## config.mk

```make
export PLATFORM = sky130hd
export DESIGN_NAME = sig_misr
export DESIGN_NICKNAME = d
export VERILOG_FILES = /design/src/rtl/flash_sig_pkg.sv /design/src/rtl/sig_misr.sv
export SDC_FILE = /design/constraint.sdc
export NUM_CORES = 1
export LEC_CHECK = 0
export CAP_MARGIN = 25
export CORE_ASPECT_RATIO = 1.1
export CORE_MARGIN = 5
export CORE_UTILIZATION = 60
export CTS_BUF_LIST = sky130_fd_sc_hd__clkbuf_16
export DETAILED_ROUTE_END_ITERATION = 10
export DONT_BUFFER_PORTS = 1
export GPL_ROUTABILITY_DRIVEN = 0
export MAX_ROUTING_LAYER = met4
export PLACE_DENSITY = 0.85
export SETUP_SLACK_MARGIN = 0.02
export SYNTH_ARGS = -nofsm -noshare
export SYNTH_HDL_FRONTEND = slang
export SYNTH_SLANG_ARGS = --single-unit
```

## constraint.sdc

```tcl
create_clock -name clk_i -period 2.2 [get_ports clk_i]
set_input_delay 0.33 -clock clk_i [delete_from_list [all_inputs] [get_ports clk_i]]
set_output_delay 0.33 -clock clk_i [all_outputs]
set_load 0.03 [all_outputs]
```

## src/rtl/flash_sig_pkg.sv

```systemverilog
package flash_sig_pkg;
  localparam int unsigned SIG_W     = 160;
  localparam int unsigned WORD_W    = 32;
  localparam int unsigned SIG_WORDS = SIG_W / WORD_W;
  localparam int unsigned DATA_W    = 128;
  localparam int unsigned ECC_W     = 16;
  localparam int unsigned CAP_W     = DATA_W + ECC_W + 2;

  localparam logic [31:0] UT_PASSWORD = 32'hF9F99999;

  localparam logic [2:0] RA_CTRL = 3'd0;
  localparam logic [2:0] RA_SEL  = 3'd1;
  localparam logic [2:0] RA_LOCK = 3'd2;
  localparam logic [2:0] RA_SIG0 = 3'd3;

  localparam int CB_DONE   = 0;
  localparam int CB_START  = 1;
  localparam int CB_SEQ    = 2;
  localparam int CB_MARGIN = 3;
  localparam int CB_EN     = 31;

  function automatic logic [SIG_W-1:0] misr_next(input logic [SIG_W-1:0] s,
                                                 input logic [CAP_W-1:0] c);
    logic fb;
    fb = s[159] ^ s[158] ^ s[141] ^ s[140];
    return {s[SIG_W-2:0], fb} ^ {{(SIG_W-CAP_W){1'b0}}, c};
  endfunction
endpackage

```

## src/rtl/sig_misr.sv

```systemverilog
module sig_misr
  import flash_sig_pkg::*;
(
  input  logic              clk_i,
  input  logic              rst_ni,
  input  logic              seed_we_i,
  input  logic [2:0]        seed_idx_i,
  input  logic [WORD_W-1:0] seed_data_i,
  input  logic              upd_i,
  input  logic [CAP_W-1:0]  cap_i,
  output logic [SIG_W-1:0]  sig_o
);
  logic [SIG_W-1:0] sig_q;

  always_ff @(posedge clk_i or negedge rst_ni) begin
    if (!rst_ni) sig_q <= '0;
    else if (upd_i) sig_q <= misr_next(sig_q, cap_i);
    else if (seed_we_i) sig_q[seed_idx_i*WORD_W +: WORD_W] <= seed_data_i;
  end

  assign sig_o = sig_q;

  // signature holds when neither captured nor seeded
  p_sig_hold_r3: assert property (@(posedge clk_i) disable iff (!rst_ni)
    (!upd_i && !seed_we_i) |=> $stable(sig_q));
endmodule

```

Yosys cells after proc, flatten, opt, wreduce, memory -nomap -nowiden
Index checks and enable logic that the tools add are counted.
{"block": "op_classes", "add_sub_neg": 1, "shift": 2, "mux": 3, "bitwise": 4, "reduce_logical": 1}
{"cell": "160-bit two-way mux", "n": 2}
{"cell": "160-bit bitwise mux", "n": 1}
{"cell": "32-bit by 34-bit variable shift with 160-bit output, first input constant", "n": 1}
{"cell": "32-bit by 34-bit variable part select with 160-bit output", "n": 1}
{"cell": "160-bit by 146-bit XOR with 160-bit output", "n": 1}
{"cell": "8-bit negator with 34-bit output", "n": 1}
{"cell": "1-bit XOR", "n": 3}
{"cell": "2-bit nonzero test", "n": 1}
{"block": "word_totals", "regBits": 160, "elab_cells": 12}

Logic depth before layout (Yosys ltp)
Gate-level depths: netlist (run 1).
{"block": "depth", "depth_word": 5, "ltp_mapped": 8}

Worst setup path after synthesis (run 1)
No wires, ideal clock.
{"block": "synth_path", "path_kind": "input-to-reg", "start": "input port seed_idx_i[0]", "end": "register sig_q[10], in the netlist sig_o[10]", "setup_time_ps": 128, "arrival_ps": 1931, "required_time_ps": 2072, "slack_ps": 141, "stages": 7, "n_path_buf": 1, "cell_sequence": "inv_1 > ha_1 > ha_1 > nor4b_4 > a31o_2 > buf_4 > mux2_1"}
{"block": "synth_between", "elab_chain_cells": 5}
{"element": "start: declaration", "line": "sig_misr.sv:7", "text": "input logic [2:0] seed_idx_i,"}
{"element": "8-bit negator with 34-bit output *", "line": "sig_misr.sv:18", "text": "else if (seed_we_i) sig_q[seed_idx_i*WORD_W +: WORD_W] <= seed_data_i;"}
{"element": "32-bit by 34-bit variable part select with 160-bit output / 32-bit by 34-bit variable shift with 160-bit output (equally long branches)", "line": "sig_misr.sv:18"}
{"element": "160-bit bitwise mux *", "line": "sig_misr.sv:18"}
{"element": "160-bit two-way mux *", "line": "sig_misr.sv:18"}
{"element": "160-bit two-way mux *", "line": "sig_misr.sv:17", "text": "else if (upd_i) sig_q <= misr_next(sig_q, cap_i);"}
{"element": "end signal: assignment", "line": "sig_misr.sv:17"}
{"element": "end signal: indexed assignment", "line": "sig_misr.sv:18"}
{"element": "end: declaration", "line": "sig_misr.sv:13", "text": "logic [SIG_W-1:0] sig_q;"}
Mark *: on every way between the ends. The rest lies on a longest branch, timed or not. The select of a mux whose other input is x is not followed.
A chain may end at the register's enable or synchronous reset.

Worst setup path after layout (run 1)
{"block": "layout_path", "start": "input port seed_idx_i[0]", "end": "register sig_q[9], in the netlist sig_o[9]"}
The elaborated chain is that of the path after synthesis.

==> flow_metrics.tcl, run 1 <==
set metrics [dict create \
    drt_iter0_markers 1127 \
    clock_skew_ns 0.0144 \
    critPathCaptureType "flop" \
    finalCritPeriodShare_pct 77.2 \
    peakVddDrop_mv 0.519 \
    first_pass_iters 6 \
    cts_buffer_depth 2 \
    ant_nets 0 \
    pwr-share-seq_pct 54.0 \
    hp-class "in -> async" \
    syn-mean-instance-area_um2 9.28 \
    clock_sink_count 160 \
    largest_reg_flops 160 \
    worstSetupPathType "in -> reg" \
    fmaxAchievable_ghz 0.589 \
    synthSimpleGateAreaFrac_pct 14.0 \
    synth_edf_count 0 \
    slowest_delay_ns 0.37 \
    cts_setup_buffers 0 \
    cts_buffers 17 \
    dieArea_mm2 0.0183 \
    fillers 1238 \
    io_buffers 0 \
    antenna_found_initial 0 \
    placed_area_mm2 0.00964 \
    final-hold-violation-count 160 \
    fin_setup_tns_ns 0 \
    netlist_instances 1015 \
    finalNetCount 1145 \
    grt_pass1_vias 8392 \
    crit_top_cell "ha_1" \
    grt.overflow.total 0 \
    power_density_mw_per_mm2 1070 \
    ios 345 \
    rsz0062_at_grt "false" \
    seq_area_mm2 0.00400 \
    syn2layout_area_growth_pct 8.16 \
    netlist_area_mm2 0.00942 \
    drt-total-wl_um 32100 \
    period_needed_ns 1.70 \
    start_util_pct 60.6 \
    synth_compound_area_share_pct 20.6 \
    grt_max_degree 161 \
    syn_nets 1203 \
    violations "negative hold slack" \
    p_clk_share_pct 26.1 \
    n_antenna_cell 0 \
    fin_area_mm2 0.0102 \
    yosysWarnings 0 \
    critical_path_arrival_ns 1.99 \
    post_drt_wl_per_cell_um 27.4 \
    setup_viol 0 \
    synth_ff_type "dfrtp_1" \
    layout-drive-gt1-share_pct 7.44 \
    via_per_inst 7.36 \
    crit_chain "inv_1 -> ha_1 -> ha_1 -> nor4b_4 -> a31o_2 -> buf_12 -> mux2_1" \
    crit_fanout 27 \
    track_usage_pct 34.9 \
    maxSlewHeadroom_pct 55.6 \
    report.final.slew_viol_count 0 \
    swShare_pct 43.0 \
    startpoint_type "input pin" \
    yosys_register_bits 160 \
    multi_input_area_mm2 0.00498 \
    tritoncts "built" \
    power.internal_mw 6.24 \
    place_hpwl_um 22000 \
    cts-root-buf "clkbuf_16" \
    synth_adder_area_share_pct 0.398 \
    static-leakage-power_nw 3.93 \
    dr_total_vias 8593 \
    synth_cell_types 31 \
    maxCapViolations 0 \
    synth-xor-area-share_pct 13.9 \
    synth_top_family_by_area "compound AO/OA/AOI/OAI gates" \
    worstPathRequired_ns 2.49 \
    cts_resized 0 \
    p_sw_mw 4.70 \
    clk_pin_slew_ns 0.07 \
    p_comb_share_pct 19.9 \
    ys_seq_area_share_pct 42.5 \
    grt_pass1_wl_um 48500 \
    die_x_um 129 \
    ys_async_sr_fraction_pct 100 \
    worst_pin_slew_ns 0.665 \
    critPathSlowestCell "ha_1" \
    worstSkewPairLatency_ns 0.42 \
    status "finished, violations left" \
    drc_errors 0 \
    dpl.cell_count 1138 \
    rows 48 \
    core_mm2 0.0156 \
    fin_cells 1168 \
    die_height_um 141 \
    synth_mux_area_share_pct 3.70 \
    hold_slack_ns -0.404 \
    cts_max_level 4 \
]
==> cells in the mapped netlist (all sizes together), types with 2 or more instances <==
library cell  instances  area [um2]
o31ai                64         480
clkbuf               76         285
or2                   2        12.5
nand4                64         400
dfrtp               160        4000
mux2                 31         349
a31oi               128         801
ha                    3        37.5
xor2                146        1280
a32o                 31         310
buf                  33         164
o21ai                64         320
nor2                130         488
nand3                65         325
nor4b                 2        47.6
inv                   5        18.8
==> cell families (layout without fill, tap and decap cells) <==
logic type / count (synthesis) / after routing
flip-flops: 160 / 160
XOR/XNOR: 148 / 148
multiplexers: 31 / 31
AND/OR/NAND/NOR: 269 / 269
adder cells (fa/ha/maj): 3 / 3
AO/OA/AOI/OAI: 290 / 290
buffers and inverters: 114 / 67
==> cell usage in the layout (no fill, tap or decap), types with 2 or more instances in the layout <==
cell type and n:
o21ai_0 64, xor2_1 146, clkinv_4 2, buf_4 21, a32o_1 31, dfrtp_1 160, nand3_1 64, nor2_4 2
a31oi_1 128, bufinv_16 2, clkinvlp_4 4, nor2_1 128, or2_2 2, clkbuf_16 17, inv_1 7, nand4_1 64
o31ai_1 64, nor4b_4 2, mux2_1 30, ha_1 3, buf_12 11
==> metal layers <==
layer	track usage [%]	vias up	wire [um]
li1	-	3638	-
met1	44.2	4115	11700
met2	51.1	713	14700
met3	11.1	127	4120
met4	16.5	0	1520
met5	-	-	0
==> power by group through the flow <==
| stage | sequential [mW] | clock, mW | combinational (mW) |
|---|---|---|---|
| 3_3_place_gp | 5.93 | 0 | 2.05 |
| 5_1_grt | 5.97 | 3.00 | 2.41 |
| 6_report | 5.90 | 2.86 | 2.17 |
| 3_5_place_dp | 5.94 | 0 | 2.14 |
| 2_1_floorplan | 5.64 | 0 | 1.66 |
| 4_1_cts | 5.89 | 2.87 | 2.15 |
==> stage by stage <==
| step | utilization [%] | setup slack (ns) | total power, mW |
|---|---|---|---|
| 2_1_floorplan | - | 0.141 | 7.30 |
| 5_1_grt | 65.5 | 0.428 | 11.4 |
| 3_3_place_gp | 62.0 | 0.138 | 7.98 |
| 3_5_place_dp | 62.0 | 0.0816 | 8.07 |
| 6_report | 65.5 | 0.503 | 10.9 |
| 4_1_cts | 65.5 | 0.523 | 10.9 |
==> critical path, delay by kind of cell <==
kind / cells / cell delay [ns]
adder cells (fa/ha/maj): 2 / 0.58
buffers and inverters: 2 / 0.23
AND/OR/NAND/NOR: 1 / 0.25
AO/OA/AOI/OAI: 1 / 0.23
multiplexers: 1 / 0.36
==> layout make-up <==
cell class | instances | area share, %
multi-input cells | 741 | 48.9
flip-flops and latches | 160 | 39.3
clock buffers | 17 | 4.17
repair buffers | 32 | 3.71
well taps | 200 | 2.45
clock inverters | 13 | 1.25
inverters | 5 | 0.233
==> final timing paths <==
path	start	to	slack, ns	depth (start not counted)
hold / removal	rst_ni	sig_o[5]	-0.40	0
min in group clk_i	upd_i	sig_o[0]	0.06	1
setup / recovery	seed_idx_i[0]	sig_o[9]	0.50	7
setup reg to reg	sig_o[141]	sig_o[0]	0.69	4
max in group asynchronous	rst_ni	sig_o[117]	2.36	0
hold reg to reg	sig_o[141]	sig_o[141]	0.73	3
Note: power is estimated with default switching activity, not from simulation.
==> run 2, diff against run 1 <==
Settings changed: CORE_UTILIZATION 60 to 58.
Clock period 2.2 ns to 1.5 ns, I/O delays scaled along.
==> flow_metrics.tcl, run 2 (synthesis gave the netlist of run 1 again) <==
set metrics [dict create \
    status "finished, violations left" \
    violations "negative hold slack" \
    critPathCaptureType "flop" \
    die_height_um 144 \
    rows 48 \
    place_hpwl_um 23200 \
    maxSlewHeadroom_pct 69.8 \
    cts_setup_buffers 0 \
    final-hold-violation-count 160 \
    critical_path_arrival_ns 1.76 \
    layout-drive-gt1-share_pct 17.7 \
    setup_ws_ns 0.0445 \
    grt_pass1_wl_um 56100 \
    antenna_found_initial 1 \
    track_usage_pct 38.7 \
    grt_pass1_vias 9578 \
    final_cell_mix "160 x dfrtp_1, 146 x xor2_1, 130 x buf_4" \
    hp-class "in -> async" \
    worstPathRequired_ns 1.80 \
    first_pass_iters 6 \
    drc_errors 0 \
    cts_max_level 4 \
    crit_fanout 19 \
    report.final.slew_viol_count 0 \
    grt_max_degree 161 \
    finalNetCount 1323 \
    hold_slack_ns -0.504 \
    rsz0062_at_grt "true" \
    worstSetupPathType "in -> reg" \
    dr_total_vias 9617 \
    pre_cts_ws_ns -0.366 \
    via_per_inst 7.13 \
    start_util_pct 59.4 \
    fmaxAchievable_ghz 0.687 \
    finalCritPeriodShare_pct 97.0 \
    power_density_mw_per_mm2 1480 \
    clock_skew_ns 0.00916 \
    cts_buffer_depth 2 \
    layout_commonest_cell "dfrtp_1" \
    fillers 1011 \
    cts_buffers 17 \
    post_drt_wl_per_cell_um 27.3 \
    io_buffers 0 \
    clock_sink_count 160 \
    worst_pin_slew_ns 0.453 \
    setup_viol 0 \
    peakVddDrop_mv 0.793 \
    tritoncts "built" \
    period_needed_ns 1.46 \
    grt.overflow.total 0 \
    drt_iter0_markers 1048 \
    largest_reg_flops 160 \
    multi_input_area_mm2 0.00503 \
    worstSkewPairLatency_ns 0.43 \
    dieArea_mm2 0.0189 \
    startpoint_type "input pin" \
    cts-root-buf "clkbuf_16" \
    clk_pin_slew_ns 0.07 \
    post-route-util_pct 75.1 \
    ant_nets 0 \
    maxCapViolations 0 \
    die_x_um 132 \
    ios 345 \
    seq_area_mm2 0.00400 \
    core_mm2 0.0159 \
    cts_hold_buffers 55 \
    static-leakage-power_nw 4.82 \
    drt-total-wl_um 36800 \
    syn2layout_area_growth_pct 26.3 \
]
## run 2: cell count changes in the layout (fill, tap and decap cells not counted), sizes merged
cell / change
buf: +123
dlygate4sd3: +55
clkinv: +4
inv: -2
clkinvlp: -1
diode: +1
## run 2: worst max-delay path: stages
cell     delay (ns)
inv_12         0.02
ha_4           0.15
ha_4           0.22
nor4b_4        0.30
a31o_2         0.28
buf_12         0.19
mux2_1         0.36
## run 2: path summary, 6_finish.rpt
kind                               start    endpoint  slack, ns  cells after the start
max in group asynchronous         rst_ni   sig_o[86]       1.60                      0
hold / removal                    rst_ni  sig_o[129]      -0.50                      0
setup reg to reg              sig_o[141]    sig_o[0]       0.15                      3
min in group clk_i             cap_i[66]   sig_o[66]       0.01                      3
setup / recovery           seed_idx_i[0]   sig_o[29]       0.04                      7
hold reg to reg                sig_o[82]   sig_o[82]       0.59                      2
## run 2: layer usage
metal	part of all wire [%]	vias to the layer above	track usage [%]
met2	46	839	59.2
li1	-	3998	-
met1	35	4584	47.5
met4	5.8	0	18.8
met5	0	-	-
met3	13	196	11.4
## run 2: stage by stage
step / instances / hold WS [ns] / power, mW / instance area [um2] / setup TNS [ns]
floorplan: 1015 / -0.0706 / 10.8 / 9570 / -17.64
global placement: 1261 / -0.0632 / 12.8 / 10800 / -27.07
detailed placement: 1261 / -0.0651 / 13.0 / 10800 / -35.00
finish: 1348 / -0.504 / 17.6 / 11900 / 0
global route: 1348 / -0.520 / 18.3 / 11900 / -0.0140
CTS: 1347 / -0.514 / 17.4 / 11900 / 0
## run 2: report_power, final
part	switching (mW)	internal (mW)	total (mW)	leakage [nW]
sequential	1.78	5.32	7.10	1.83
combinational	3.72	2.53	6.25	2.72
clock	1.82	2.41	4.23	0.267
total	7.33	10.3	17.6	4.82
## run 2: cell type report
| class | count | area share (%) |
|---|---|---|
| multi-input combinational | 741 | 42.2 |
| sequential | 160 | 33.6 |
| timing repair buffer | 210 | 17.0 |
| clock buffer | 17 | 3.57 |
| tap | 200 | 2.10 |
| clock inverter | 14 | 1.07 |
| inverter | 5 | 0.347 |
| antenna | 1 | 0.0210 |
## run 2: timing repair
item / CTS / global route
hold endpoints to repair: 288 / 160
gates resized for setup: 0 / 2
endpoints found under the setup margin: 0 / 17
